===== src/rtl/errcode_flasher_pkg.sv =====
package errcode_flasher_pkg;

    localparam int CODE_W   = 32;
    localparam int STEP     = 2;
    localparam int IDX_W    = 4;
    localparam int PRESET_N = 9;
    localparam int PERIOD   = CODE_W / STEP;

    typedef logic [CODE_W-1:0] code_t;
    typedef logic [IDX_W-1:0]  idx_t;

    typedef struct packed {
        logic  run;
        code_t pat;
        logic  red;
        logic  green;
    } core_state_t;

    function automatic code_t preset_code(input idx_t idx);
        code_t c;
        case (idx)
            idx_t'(1): c = 32'hffff_0000;
            idx_t'(2): c = 32'haaaa_5555;
            idx_t'(3): c = 32'haaaa_0000;
            idx_t'(4): c = 32'h0000_5555;
            idx_t'(5): c = 32'hffff_aaaa;
            idx_t'(6): c = 32'hffff_5555;
            idx_t'(7): c = 32'heeee_4444;
            idx_t'(8): c = 32'hdddd_8888;
            idx_t'(9): c = 32'hdddd_cccc;
            default:   c = '0;
        endcase
        return c;
    endfunction

    function automatic logic is_preset(input idx_t idx);
        return (idx >= idx_t'(1)) && (idx <= idx_t'(PRESET_N));
    endfunction

    function automatic code_t ror_step(input code_t v);
        return {v[STEP-1:0], v[CODE_W-1:STEP]};
    endfunction

endpackage


===== src/rtl/errcode_flasher_tick.sv =====
module errcode_flasher_tick #(
    parameter int TICK_CYCLES = 12_500_000
) (
    input  logic clk,
    input  logic rst_n,
    input  logic clear_i,
    input  logic run_i,
    output logic tick_o
);
    localparam int CNT_W = (TICK_CYCLES > 1) ? $clog2(TICK_CYCLES) : 1;
    localparam logic [CNT_W-1:0] LAST = CNT_W'(TICK_CYCLES - 1);

    logic [CNT_W-1:0] cnt_d, cnt_q;
    logic             wrap;

    always_comb begin
        wrap  = (cnt_q == LAST);
        cnt_d = cnt_q;
        if (clear_i) begin
            cnt_d = '0;
        end else if (run_i) begin
            cnt_d = wrap ? '0 : cnt_q + CNT_W'(1);
        end
    end

    always_ff @(posedge clk or negedge rst_n) begin
        if (!rst_n) cnt_q <= '0;
        else        cnt_q <= cnt_d;
    end

    assign tick_o = run_i && wrap;

endmodule


===== src/rtl/errcode_flasher_sel.sv =====
module errcode_flasher_sel
    import errcode_flasher_pkg::*;
#(
    parameter bit USE_PRESETS = 1'b1
) (
    input  idx_t  idx_i,
    input  code_t code_i,
    output code_t pat_o
);
    generate
        if (USE_PRESETS) begin : g_table
            always_comb begin
                pat_o = is_preset(idx_i) ? preset_code(idx_i) : code_i;
            end
        end else begin : g_raw
            logic unused_idx;
            assign unused_idx = ^idx_i;
            assign pat_o = code_i;
        end
    endgenerate

endmodule


===== src/rtl/errcode_flasher_core.sv =====
module errcode_flasher_core
    import errcode_flasher_pkg::*;
(
    input  logic  clk,
    input  logic  rst_n,
    input  logic  load_i,
    input  code_t pat_i,
    input  logic  tick_i,
    output logic  start_o,
    output logic  run_o,
    output code_t pat_o,
    output logic  red_o,
    output logic  green_o
);
    core_state_t st_d, st_q;

    always_comb begin
        st_d    = st_q;
        start_o = load_i && !st_q.run;
        if (start_o) begin
            st_d.run = 1'b1;
            st_d.pat = pat_i;
        end else if (st_q.run && tick_i) begin
            st_d.green = st_q.pat[0];
            st_d.red   = st_q.pat[1];
            st_d.pat   = ror_step(st_q.pat);
        end
    end

    always_ff @(posedge clk or negedge rst_n) begin
        if (!rst_n) st_q <= '0;
        else        st_q <= st_d;
    end

    assign run_o   = st_q.run;
    assign pat_o   = st_q.pat;
    assign red_o   = st_q.red;
    assign green_o = st_q.green;

endmodule


===== src/rtl/errcode_flasher.sv =====
module errcode_flasher
    import errcode_flasher_pkg::*;
#(
    parameter int TICK_CYCLES = 12_500_000,
    parameter bit USE_PRESETS = 1'b1
) (
    input  logic        clk,
    input  logic        rst_n,
    input  logic        load_i,
    input  logic [3:0]  err_idx_i,
    input  logic [31:0] code_i,
    output logic        led_red_o,
    output logic        led_green_o
);
    code_t sel_pat;
    code_t pat_w;
    logic  start_w;
    logic  run_w;
    logic  tick_w;

    errcode_flasher_sel #(
        .USE_PRESETS(USE_PRESETS)
    ) u_sel (
        .idx_i  (err_idx_i),
        .code_i (code_i),
        .pat_o  (sel_pat)
    );

    errcode_flasher_tick #(
        .TICK_CYCLES(TICK_CYCLES)
    ) u_tick (
        .clk     (clk),
        .rst_n   (rst_n),
        .clear_i (start_w),
        .run_i   (run_w),
        .tick_o  (tick_w)
    );

    errcode_flasher_core u_core (
        .clk     (clk),
        .rst_n   (rst_n),
        .load_i  (load_i),
        .pat_i   (sel_pat),
        .tick_i  (tick_w),
        .start_o (start_w),
        .run_o   (run_w),
        .pat_o   (pat_w),
        .red_o   (led_red_o),
        .green_o (led_green_o)
    );

endmodule


===== config.mk =====
export PLATFORM = sky130hd
export DESIGN_NAME = errcode_flasher
export DESIGN_NICKNAME = d
export VERILOG_FILES = /design/src/rtl/errcode_flasher_pkg.sv /design/src/rtl/errcode_flasher_tick.sv /design/src/rtl/errcode_flasher_sel.sv /design/src/rtl/errcode_flasher_core.sv /design/src/rtl/errcode_flasher.sv
export SDC_FILE = /design/constraint.sdc
export NUM_CORES = 1
export LEC_CHECK = 0
export BUFFER_PORTS_ARGS = -buffer_cell sky130_fd_sc_hd__buf_2
export CAP_MARGIN = 20
export CORE_ASPECT_RATIO = 1.5
export CORE_UTILIZATION = 59
export CTS_CLUSTER_DIAMETER = 120
export DETAILED_ROUTE_END_ITERATION = 10
export GPL_ROUTABILITY_DRIVEN = 1
export HOLD_SLACK_MARGIN = 0.03
export PLACE_DENSITY = 0.8
export SLEW_MARGIN = 10
export SYNTH_ARGS = -nofsm -noshare
export SYNTH_HDL_FRONTEND = slang
export SYNTH_SLANG_ARGS = --single-unit

===== constraint.sdc =====
create_clock -name clk -period 2.2 [get_ports clk]
set_input_delay 0.33 -clock clk [delete_from_list [all_inputs] [get_ports clk]]
set_output_delay 0.33 -clock clk [all_outputs]
set_load 0.005 [all_outputs]

* Word level (Yosys, flattened, before mapping) *
Memory sizes are Yosys's and may differ from the RTL's.
Index checks and enable logic that the tools add are counted.

word-level totals
  flip-flop bits (word level) = 59
  memory bits (read-only) = 512
  bits of input ports = 39
  output and inout port bits = 2
  logic and storage cells = 25
  memories = 1

memories
  memory            depth  width  rd ports  clocked after Yosys merged registers in  write ports  RTL line                   RTL
  (name not given)  16     32     1         0                                        0            errcode_flasher_pkg.sv:21  case (idx)

cells by class
  add/subtract/negate cells = 1
  $lt $le $gt $ge = 2
  equality and inequality tests = 1
  muxes and demuxes = 6
  bitwise logic cells = 1
  reduce and logical (&&, ||, !) cells = 8

operators with widths
  cell                                                               count
  two-way mux 24 bit                                                 3
  two-way mux 32 bit                                                 2
  two-way mux 34 bit                                                 1
  adder 24 x 1 -> 24 bit, second input constant                      1
  equality test 24 bit, second input constant                        1
  greater-or-equal comparator 4 x 1 -> 1 bit, second input constant  1
  less-or-equal comparator 4 bit, second input constant              1
  logical AND 1 bit                                                  4
  nonzero test 2 bit                                                 2
  AND reduction 2 bit                                                1
  logical NOT 1 bit                                                  1
  inverter 1 bit                                                     1

* Logic depth before layout (Yosys ltp) *
Gate-level depths: netlist of run 1.

  depth after elaboration = 5
  gate-level depth with buffers = 9
  mapped depth without buffers = 7

* By module *
Synthesis of run 1 repeated with hierarchy kept, for this count alone.

second synthesis, totals
  cells, all modules = 405
  area, all modules = 4,127.7 um^2

modules (own cells, without submodules)
  module                times used  cells each  area each (um^2)  seq. area each (um^2)
  errcode_flasher_core  1           148         2,043.2           875.8
  errcode_flasher_tick  1           179         1,547.7           600.6
  errcode_flasher_sel   1           78          536.8             0.0

* Worst setup path before layout of run 1 *
OpenSTA, ideal clock, no wires.

  path kind = in2reg
  start point = input port err_idx_i[1]
  end point = register u_core.st_q, in the netlist u_core.pat_o[29]
  library setup time = 77 ps
  arrival = 1,914 ps
  required time = 2,123 ps
  slack = 209 ps
  stages = 9
  buffers on the path = 2
  cells stage by stage = inv_1 ha_1 buf_2 or4b_1 o21ai_1 and3_1 buf_2 a221oi_1 o21ai_1

between the ends
  cells in the longest elaborated chain, start to end = 4
  elaborated cells on any way between the ends = 6
  those cells by class = order compare (2); mux (2); reduce/logical (1); memory (1)

RTL lines
  element                                                                                       RTL line                    RTL
  start: declaration                                                                            errcode_flasher.sv:10       input logic [3:0] err_idx_i,
  greater-or-equal comparator 4 x 1 -> 1 bit or less-or-equal comparator 4 bit (tied branches)  errcode_flasher_pkg.sv:37   return (idx >= idx_t'(1)) && (idx <= idx_t'(PRESET_N));
  logical AND 1 bit                                                                             errcode_flasher_pkg.sv:37
  two-way mux 32 bit *                                                                          errcode_flasher_sel.sv:13   pat_o = is_preset(idx_i) ? preset_code(idx_i) : code_i;
  two-way mux 32 bit *                                                                          errcode_flasher_core.sv:20  if (start_o) begin
  end signal: assignment                                                                        errcode_flasher_core.sv:32  else st_q <= st_d;
  end: declaration                                                                              errcode_flasher_core.sv:15  core_state_t st_d, st_q;

Every way passes the cells marked *; elsewhere a longest branch is shown, timed or not.
A chain may end at the register's enable or synchronous reset.

* Worst setup path in the final report of run 1 *
  start point = register u_tick.cnt_q[0]
  end point = register u_tick.cnt_q[16]

between the ends
  cells in the longest elaborated chain, start to end = 4
  elaborated cells on any way between the ends = 5
  those cells by class = add/sub (1); eq/ne (1); mux (3)

RTL lines
  element                                                         RTL line                                                RTL
  start: declaration                                              errcode_flasher_tick.sv:13                              logic [CNT_W-1:0] cnt_d, cnt_q;
  start signal: assignment                                        errcode_flasher_tick.sv:28                              else cnt_q <= cnt_d;
  adder 24 x 1 -> 24 bit or equality test 24 bit (tied branches)  errcode_flasher_tick.sv:22, errcode_flasher_tick.sv:17
  two-way mux 24 bit *                                            errcode_flasher_tick.sv:22                              cnt_d = wrap ? '0 : cnt_q + CNT_W'(1);
  two-way mux 24 bit *                                            errcode_flasher_tick.sv:21                              end else if (run_i) begin
  two-way mux 24 bit *                                            errcode_flasher_tick.sv:19                              if (clear_i) begin

Every way passes the cells marked *; elsewhere a longest branch is shown, timed or not. The select of a mux whose other input is x is not followed.

==> qor.yml, run 1 <==
vias_per_cell: 6.45
cts_root_buffer: "clkbuf_8"
wire_per_inst_um: 17.3
yosysWarnings: 0
clkLatencyLatePin_ns: 0.34
ys_seq_area_frac: 0.409
dp.cells: 501
grtUsageTotal: 0.304
num_rows: 34
final_hold_viol_count: 0
port_buffers: 40
htreeDepth: 3
pwr-share-clk: 0.283
vias: 3353
required_ns: 2.43
synthesis.nets: 438
drcViolationCount: 0
io-pin-count: 41
clk_path_buf_depth: 2
nFillCells: 448
crit_path_end_kind: "flop"
insertedDiodeCount: 0
initial_core_util: 0.619
hold_end: "u_core.pat_o[12]"
avgSynthCellArea_um2: 9.16
r2r_cells: 8
die_h_um: 97.8
setup_ws_ns: 0.136
worstHoldPathCells: 3
grt_pass1_wl_um: 15000
finalCriticalPeriod_ns: 2.06
final_cell_mix: "dfrtp_1, nand2_1, buf_2"
r2r_end: "u_tick.cnt_q[16]"
grt_overflow_total: 0
regToRegStartpoint: "u_tick.cnt_q[0]"
layout_commonest_cell: "dfrtp_1"
cts_resized: 0
fmax_ghz: 0.485
final_layout_size_suffix_gt1_frac: 0.194
synth_top_area_share: 0.409
setup_tns_ns: 0
dr.first_iter.drc_count: 251
syn_to_final_growth_pct: 15.1
synthFlopType: "dfrtp_1"
drt.antenna.violating_nets: 0
intPower_mw: 1.97
async_reset_ff_frac: 1.00
dp_slack_ns: 0.0414
grt_pass1_vias: 3339
netSwitchingPower_mw: 0.949
dp_hpwl_um: 6400
slew_headroom: 0.579
hp-class: "input pin to flop"
core_area_um2: 5830
cp-start-kind: "flop"
peakVddDrop_mv: 0.571
critPathMaxFanout: 29
hp-start: "code_i[12]"
worst_pin_slew_ns: 0.632
finalSetupViolations: 0
p_leak_nw: 1.97
drt_wl_total_um: 8980
crit_arrival_ns: 2.29
setup.worst_path.class: "flop to flop"
yosys_register_bits: 59
hold_slack_ns: 0.202
synthCells: 394
drv_cap: 0
gp_congestion: 0.850
p_sw_frac: 0.325
die_area_um2: 6440
seq_power_share: 0.516
fin_worst_skew_ns: 0.00773
synth_enable_flop_cells: 0
p_per_area_nw_per_um2: 702
drv_slew: 0
cts_num_sinks: 59
rrSetupSlack_ns: 0.14
grt_max_degree: 34
finish.net_count: 487
dr.pass1.iters: 5
synth_top_cell_by_area: "dfrtp_1"
status: "finished, final reports clean"
period_share: 0.938
syn-cell-area_um2: 3610
finalNonFillerCells: 520
clkTransAtPathRegs_ns: 0.07
p_comb_frac: 0.201
cts-buffers-inserted: 9
cts_tree: "done"
cp-startpoint: "u_tick.cnt_q[0]"
yosysUniqueCellTypes: 51
yosys-top-cells-area: "dfrtp_1, mux2i_1, nand2_1, nor2_1, o21ai_0"
antenna_found_initial: 0
fp.dieW_um: 65.9
-- cell usage after synthesis (2+ instances only) --
master     number
a21o_1          5
o21ai_0        20
mux2_2          2
o31a_1          2
and3_1          5
a31o_2          2
a22oi_1         4
nand3_1        10
a21oi_1        15
a32oi_1         4
a41oi_1         2
o31ai_1         2
buf_2           7
buf_6           2
a31oi_1        15
inv_1          10
clkbuf_1       14
o2111ai_1       4
mux2i_1        39
ha_1            5
nand4_1        12
a311o_1         4
nand2_1        56
o21ai_1        10
a22o_1          6
dfrtp_1        59
o211ai_1        2
a221oi_1        8
o221ai_1        9
nor3_1          2
nor4_4          2
o22ai_1         6
nor2_1         31
-- state kept, by name (all words and copies together), names as in the netlist --
| name | count |
|---|---|
| u_tick.cnt_q | 24 |
| u_core.run_o | 1 |
| u_core.pat_o | 32 |
| u_core.green_o | 1 |
| u_core.red_o | 1 |
-- per-stage QoR --
step / util / cell area, um2 / power (mW)
6_report: 0.713 / 4150 / 2.92
5_1_grt: 0.713 / 4150 / 3.08
4_1_cts: 0.710 / 4140 / 2.92
3_5_place_dp: 0.682 / 3970 / 2.09
3_3_place_gp: 0.682 / 3970 / 2.06
2_1_floorplan: - / 3610 / 1.88
-- routing by layer --
metal,vias up,track usage,share of wire
li1,1586,-,-
met1,1643,0.349,0.40
met2,104,0.520,0.53
met3,20,0.0689,0.042
met4,0,0.144,0.027
met5,-,0,0
-- critical path: stages, from the launching register on --
cell     delay, ns
dfrtp_1       0.40
ha_1          0.26
nand4_1       0.21
buf_4         0.20
nor2_4        0.16
a31oi_2       0.13
buf_12        0.20
a21o_1        0.16
a22o_1        0.23
-- worst max-delay path by stage --
stage	endpoint	slack, ns	cells after the start
after floorplan	u_core.pat_o[29]	0.21	9
after global placement	u_core.pat_o[18]	0.17	9
after detailed placement	u_core.pat_o[22]	0.04	9
after CTS	u_tick.cnt_q[18]	0.13	6
after global routing	u_core.pat_o[10]	-0.01	8
final	u_tick.cnt_q[16]	0.14	8
-- timing repair --
| action | in CTS | in global routing |
|---|---|---|
| endpoints found under the hold margin | 26 | 0 |
| hold buffers | 1 | 0 |
| endpoints found under the setup margin | 0 | 1 |
| buffers inserted | 0 | 2 |
-- kinds of logic (layout without fill, tap and decap cells) --
group / Yosys count / after routing / synth area share
flip-flops: 59 / 59 / 0.409
AO/OA/AOI/OAI: 124 / 124 / 0.237
multiplexers: 41 / 41 / 0.114
adder cells (fa/ha/maj): 5 / 5 / 0.0173
buffers and inverters: 37 / 91 / 0.0465
XOR/XNOR: 1 / 1 / 0.00243
AND/OR/NAND/NOR: 127 / 127 / 0.173
-- power groups by stage --
stage	clock (mW)	sequential, mW	combinational, mW
floorplan	0	1.43	0.455
global placement	0	1.50	0.552
detailed placement	0	1.52	0.577
CTS	0.839	1.50	0.583
global route	0.889	1.53	0.660
finish	0.825	1.51	0.586
-- cell type report --
class,instances,area [um2],share of cell area
sequential,59,1480,0.356
inverter,11,41.3,0.00994
tap,72,90.1,0.0217
timing repair buffer,64,420,0.101
clock inverter,3,15.0,0.00362
clock buffer,13,139,0.0334
multi-input combinational,298,1970,0.475
(Power assumes the default switching activity.)
==> run 2, diff against run 1 <==
CORE_MARGIN = 10   (was default)
MAX_ROUTING_LAYER = met4   (was default)
==> qor.yml, run 2 (synthesis gave the netlist of run 1 again) <==
status: "finished, final reports clean"  # unchanged
vias: 3322  # was 3353
final_cell_mix: "dfrtp_1, nand2_1, buf_2"  # unchanged
insertedDiodeCount: 0  # unchanged
grt_max_degree: 60  # was 34
rrSetupSlack_ns: 0.09  # was 0.14 ns
dr.pass1.iters: 4  # was 5
hold_end: "u_core.pat_o[10]"  # was u_core.pat_o[12]
worstHoldPathCells: 3  # unchanged
final_hold_viol_count: 0  # unchanged
dp_slack_ns: 0.0690  # was 0.0414 ns
hp-class: "input pin to flop"  # unchanged
grt_pass1_wl_um: 15600  # was 15000 um
cts_num_sinks: 59  # unchanged
num_rows: 34  # unchanged
finalSetupViolations: 0  # unchanged
wire_per_inst_um: 18.0  # was 17.3 um
dr.first_iter.drc_count: 178  # was 251
critPathMaxFanout: 5  # was 29
htreeDepth: 3  # unchanged
fp.dieW_um: 83.9  # was 65.9 um
drv_slew: 0  # unchanged
netSwitchingPower_mw: 0.958  # was 0.949 mW
drv_cap: 0  # unchanged
gp_congestion: 0.911  # was 0.850
intPower_mw: 2.03  # was 1.97 mW
largest_reg_flops: 32  # unchanged
grt_overflow_total: 0  # unchanged
grt_pass1_vias: 3409  # was 3339
syn_to_final_growth_pct: 15.0  # was 15.1%
hp-start: "code_i[10]"  # was code_i[12]
cts_root_buffer: "clkbuf_8"  # unchanged
p_sw_frac: 0.321  # was 0.325
wl_met3_um: 334  # was 379 um
drt_wl_total_um: 9280  # was 8980 um
p_comb_frac: 0.196  # was 0.201
crit_arrival_ns: 2.36  # was 2.29 ns
peakVddDrop_mv: 0.508  # was 0.571 mV
vias_per_cell: 6.43  # was 6.45
crit_path_end_kind: "flop"  # unchanged
cts-buffers-inserted: 9  # unchanged
r2r_cells: 6  # was 8
drt.antenna.violating_nets: 0  # unchanged
io-pin-count: 41  # unchanged
final_layout_size_suffix_gt1_frac: 0.191  # was 0.194
met1_length_um: 3770  # was 3610 um
setup_ws_ns: 0.0856  # was 0.136 ns
slew_headroom: 0.609  # was 0.579
p_leak_nw: 1.96  # was 1.97 nW
port_buffers: 40  # unchanged
pwr-share-clk: 0.299  # was 0.283
rsz0062_at_grt: "false"
top_layer: "met4"  # unchanged
wl_met2_um: 4830  # was 4740 um
worst_pin_slew_ns: 0.580  # was 0.632 ns
clkLatencyLatePin_ns: 0.35  # was 0.34 ns
grtUsageTotal: 0.196  # was 0.304
clkTransAtPathRegs_ns: 0.07  # about the same
die_h_um: 116  # was 97.8 um
setup.worst_path.class: "flop to flop"  # unchanged
dp_hpwl_um: 6600  # was 6400 um
finish.net_count: 484  # was 487
clk_path_buf_depth: 2  # unchanged
regToRegStartpoint: "u_tick.cnt_q[0]"  # unchanged
antenna_found_initial: 0  # unchanged
seq_power_share: 0.505  # was 0.516
p_per_area_nw_per_um2: 720  # was 702 nW/um2
cts_tree: "done"  # unchanged
finalCriticalPeriod_ns: 2.11  # was 2.06 ns
cp-start-kind: "flop"  # unchanged
fmax_ghz: 0.473  # was 0.485 GHz
setup_tns_ns: 0  # unchanged
drcViolationCount: 0  # unchanged
required_ns: 2.44  # was 2.43 ns
r2r_end: "u_tick.cnt_q[18]"  # was u_tick.cnt_q[16]
period_share: 0.961  # was 0.938
initial_core_util: 0.615  # was 0.619
core_area_um2: 5870  # was 5830 um2
layout_commonest_cell: "dfrtp_1"  # unchanged
cts_resized: 0  # unchanged
fin_worst_skew_ns: 0.00898  # was 0.00773 ns
die_area_um2: 9710  # was 6440 um2
run 2: cell count changes in the layout (fill, tap and decap cells not counted):
cell,change
buf_4,-3
clkbuf_1,-1
clkbuf_8,+2
clkinv_2,-1
run 2: power by group through the flow:
| stage | sequential, mW | combinational (mW) | clock (mW) |
|---|---|---|---|
| after global routing | 1.53 | 0.655 | 0.947 |
| final | 1.51 | 0.584 | 0.893 |
| after floorplan | 1.43 | 0.455 | 0 |
| after global placement | 1.51 | 0.559 | 0 |
| after detailed placement | 1.52 | 0.581 | 0 |
| after CTS | 1.50 | 0.585 | 0.904 |
run 2: area by class of cell:
type | instances | area, um2
Clock buffer | 14 | 163
Clock inverter | 2 | 10.0
Fill cell | 469 | 1720
Inverter | 11 | 41.3
Multi-Input combinational cell | 298 | 1970
Sequential cell | 59 | 1480
Tap cell | 72 | 90.1
Timing Repair Buffer | 61 | 398
run 2: critical path, cell delays in order (launching register included):
cell and delay [ns]:
dfrtp_1 0.40, ha_1 0.26, nand4_1 0.25, or4_1 0.61
nor2_1 0.13, o21ai_0 0.10, a22o_1 0.25
run 2: timing repair:
action	CTS	global route
hold endpoints to repair	59	0
endpoints found under the setup margin	0	0
hold buffers	1	0
buffers inserted	0	0
run 2: metal layers:
layer	global-route usage	vias up
met5	-	-
met4	0.119	0
met3	0.0358	28
met2	0.339	90
met1	0.205	1622
li1	-	1582
run 2: stage by stage:
step                instance area, um2  utilization  hold WS (ns)  power [mW]  cells
global route                      4150        0.707         0.201        3.14    517
floorplan                         3610            -        0.0344        1.88    394
finish                            4150        0.707         0.198        2.99    517
detailed placement                3970        0.676         0.361        2.10    500
CTS                               4150        0.707         0.191        2.99    517
global placement                  3970        0.676         0.361        2.07    500
run 2: worst max-delay path by stage:
stage / end / startpoint / slack [ns]
3_5_place_dp: u_core.pat_o[18] / err_idx_i[1] / 0.07
5_1_grt: u_tick.cnt_q[18] / u_tick.cnt_q[0] / 0.007
2_1_floorplan: u_core.pat_o[29] / err_idx_i[1] / 0.21
6_report: u_tick.cnt_q[18] / u_tick.cnt_q[0] / 0.09
3_3_place_gp: u_core.pat_o[22] / err_idx_i[1] / 0.15
4_1_cts: u_tick.cnt_q[18] / u_tick.cnt_q[0] / 0.14
==> run 3, diff against run 2 <==
CELL_PAD_IN_SITES_DETAIL_PLACEMENT = 0   (was default)
CELL_PAD_IN_SITES_GLOBAL_PLACEMENT = 1   (was default)
CORE_UTILIZATION = 45   (was 59)
PLACE_DENSITY = default   (was 0.8)
PLACE_DENSITY_LB_ADDON = 0.1   (was default)
==> qor.yml, run 3 (synthesis gave the netlist of run 1 again) <==
status: "finished, final reports clean"  # unchanged
finalCriticalPeriod_ns: 1.99  # was 2.11 ns
hold_end: "u_core.pat_o[10]"  # unchanged
core_area_um2: 7710  # was 5870 um2
fin_worst_skew_ns: 0.00619  # was 0.00898 ns
setup_ws_ns: 0.213  # was 0.0856 ns
drt_wl_total_um: 9680  # was 9280 um
initial_core_util: 0.468  # was 0.615
setup_tns_ns: 0  # unchanged
cts_num_sinks: 59  # unchanged
fin_util: 0.565  # was 0.707
grt_pass1_wl_um: 16200  # was 15600 um
crit_path_end_kind: "flop"  # unchanged
die_area_um2: 12100  # was 9710 um2
drv_slew: 0  # unchanged
num_rows: 39  # was 34
vias: 3292  # was 3322
hp-start: "code_i[10]"  # unchanged
dr.first_iter.drc_count: 133  # was 178
syn_to_final_growth_pct: 20.6  # was 15.0%
cts_post_setup_buffers_inserted: 0  # unchanged
wire_per_inst_um: 17.6  # was 18.0 um
grtUsageTotal: 0.171  # was 0.196
regToRegStartpoint: "u_tick.cnt_q[5]"  # was u_tick.cnt_q[0]
hold_slack_ns: 0.211  # was 0.198 ns
clkLatencyLatePin_ns: 0.33  # was 0.35 ns
cts_tree: "done"  # unchanged
p_per_area_nw_per_um2: 821  # was 720 nW/um2
required_ns: 2.44  # about the same
final_hold_viol_count: 0  # unchanged
r2r_end: "u_tick.cnt_q[23]"  # was u_tick.cnt_q[18]
cts_resized: 0  # unchanged
r2r_cells: 5  # was 6
period_share: 0.903  # was 0.961
htreeDepth: 3  # unchanged
finish.net_count: 488  # was 484
seq_area_um2: 1480  # unchanged
fmax_ghz: 0.503  # was 0.473 GHz
hp-class: "input pin to flop"  # unchanged
final_cell_mix: "dfrtp_1, nand2_1, buf_2"  # unchanged
vias_per_cell: 5.97  # was 6.43
setup.worst_path.class: "flop to flop"  # unchanged
dr.pass1.iters: 4  # unchanged
rsz0062_at_grt: "false"  # unchanged
clkTransAtPathRegs_ns: 0.05  # was 0.07 ns
grt_pass1_vias: 3355  # was 3409
worst_pin_slew_ns: 0.667  # was 0.580 ns
cp-start-kind: "flop"  # unchanged
finalNonFillerCells: 551  # was 517
drt.antenna.violating_nets: 0  # unchanged
cts-buffers-inserted: 9  # unchanged
drv_cap: 0  # unchanged
layout_commonest_cell: "dfrtp_1"  # unchanged
clk_path_buf_depth: 2  # unchanged
largest_reg_flops: 32  # unchanged
nFillCells: 768  # was 469
dp_slack_ns: 0.131  # was 0.0690 ns
fp.dieW_um: 93.1  # was 83.9 um
slew_headroom: 0.550  # was 0.609
gp_congestion: 0.834  # was 0.911
rrSetupSlack_ns: 0.21  # was 0.09 ns
p_leak_nw: 2.04  # was 1.96 nW
dp_hpwl_um: 7010  # was 6600 um
grt_overflow_total: 0  # unchanged
final_layout_size_suffix_gt1_frac: 0.203  # was 0.191
finalSetupViolations: 0  # unchanged
cts_root_buffer: "clkbuf_16"  # was clkbuf_8
drcViolationCount: 0  # unchanged
multiInputGateArea_um2: 1970  # unchanged
crit_arrival_ns: 2.22  # was 2.36 ns
antenna_found_initial: 0  # unchanged
worstHoldPathCells: 3  # unchanged
dp.cells: 534  # was 500
critPathMaxFanout: 9  # was 5
die_h_um: 130  # was 116 um
grt_max_degree: 37  # was 60
peakVddDrop_mv: 0.451  # was 0.508 mV
insertedDiodeCount: 0  # unchanged
port_buffers: 40  # unchanged
io-pin-count: 41  # unchanged
## run 3: changes by cell type in the layout (fill, tap and decap cells not counted), sizes merged
cell | previous run | this run
bufinv | 0 | 2
clkbuf | 14 | 10
buf | 60 | 64
clkinv | 3 | 5
## run 3: metrics by stage
step                      power (mW)  instance area [um2]
final                           3.57                 4350
after global routing            3.74                 4350
after CTS                       3.59                 4350
after detailed placement        2.11                 4030
after global placement          2.08                 4030
after floorplan                 1.88                 3610
## run 3: metal layers
metal,vias to the layer above,share of wire,track usage
met5,-,0,-
met4,0,0.015,0.0619
met3,11,0.034,0.0358
met2,64,0.53,0.297
met1,1623,0.42,0.189
li1,1594,-,-
## run 3: worst max-delay path: stages, from the launching register on
cell and delay, ns:
dfrtp_1 0.53, nand4_1 0.21, nor3_2 0.44, nand3_1 0.24, o31a_1 0.32, a31oi_1 0.15
## run 3: where the power goes
group / total [mW] / leakage (nW) / internal [mW] / switching, mW
Combinational: 0.590 / 1.19 / 0.298 / 0.292
Sequential: 1.51 / 0.695 / 1.27 / 0.234
Clock: 1.48 / 0.156 / 0.982 / 0.493
## run 3: what timing repair did
item	in CTS	in global routing
endpoints found under the hold margin	23	0
setup endpoints to repair	0	0
hold buffers	1	0
## run 3: area by class of cell
type	instances	area share
Timing Repair Buffer	65	0.0983
Inverter	11	0.00949
Clock buffer	10	0.0526
Clock inverter	6	0.0184
Multi-Input combinational cell	298	0.453
Sequential cell	59	0.339
Tap cell	102	0.0293
## run 3: how the worst max path moves through the flow
stage,startpoint,end,slack [ns]
2_1_floorplan,err_idx_i[1],u_core.pat_o[29],0.21
3_3_place_gp,err_idx_i[1],u_core.pat_o[18],0.17
3_5_place_dp,err_idx_i[1],u_core.pat_o[18],0.13
4_1_cts,u_tick.cnt_q[10],u_tick.cnt_q[20],0.23
5_1_grt,u_tick.cnt_q[5],u_tick.cnt_q[23],0.01
6_report,u_tick.cnt_q[5],u_tick.cnt_q[23],0.21
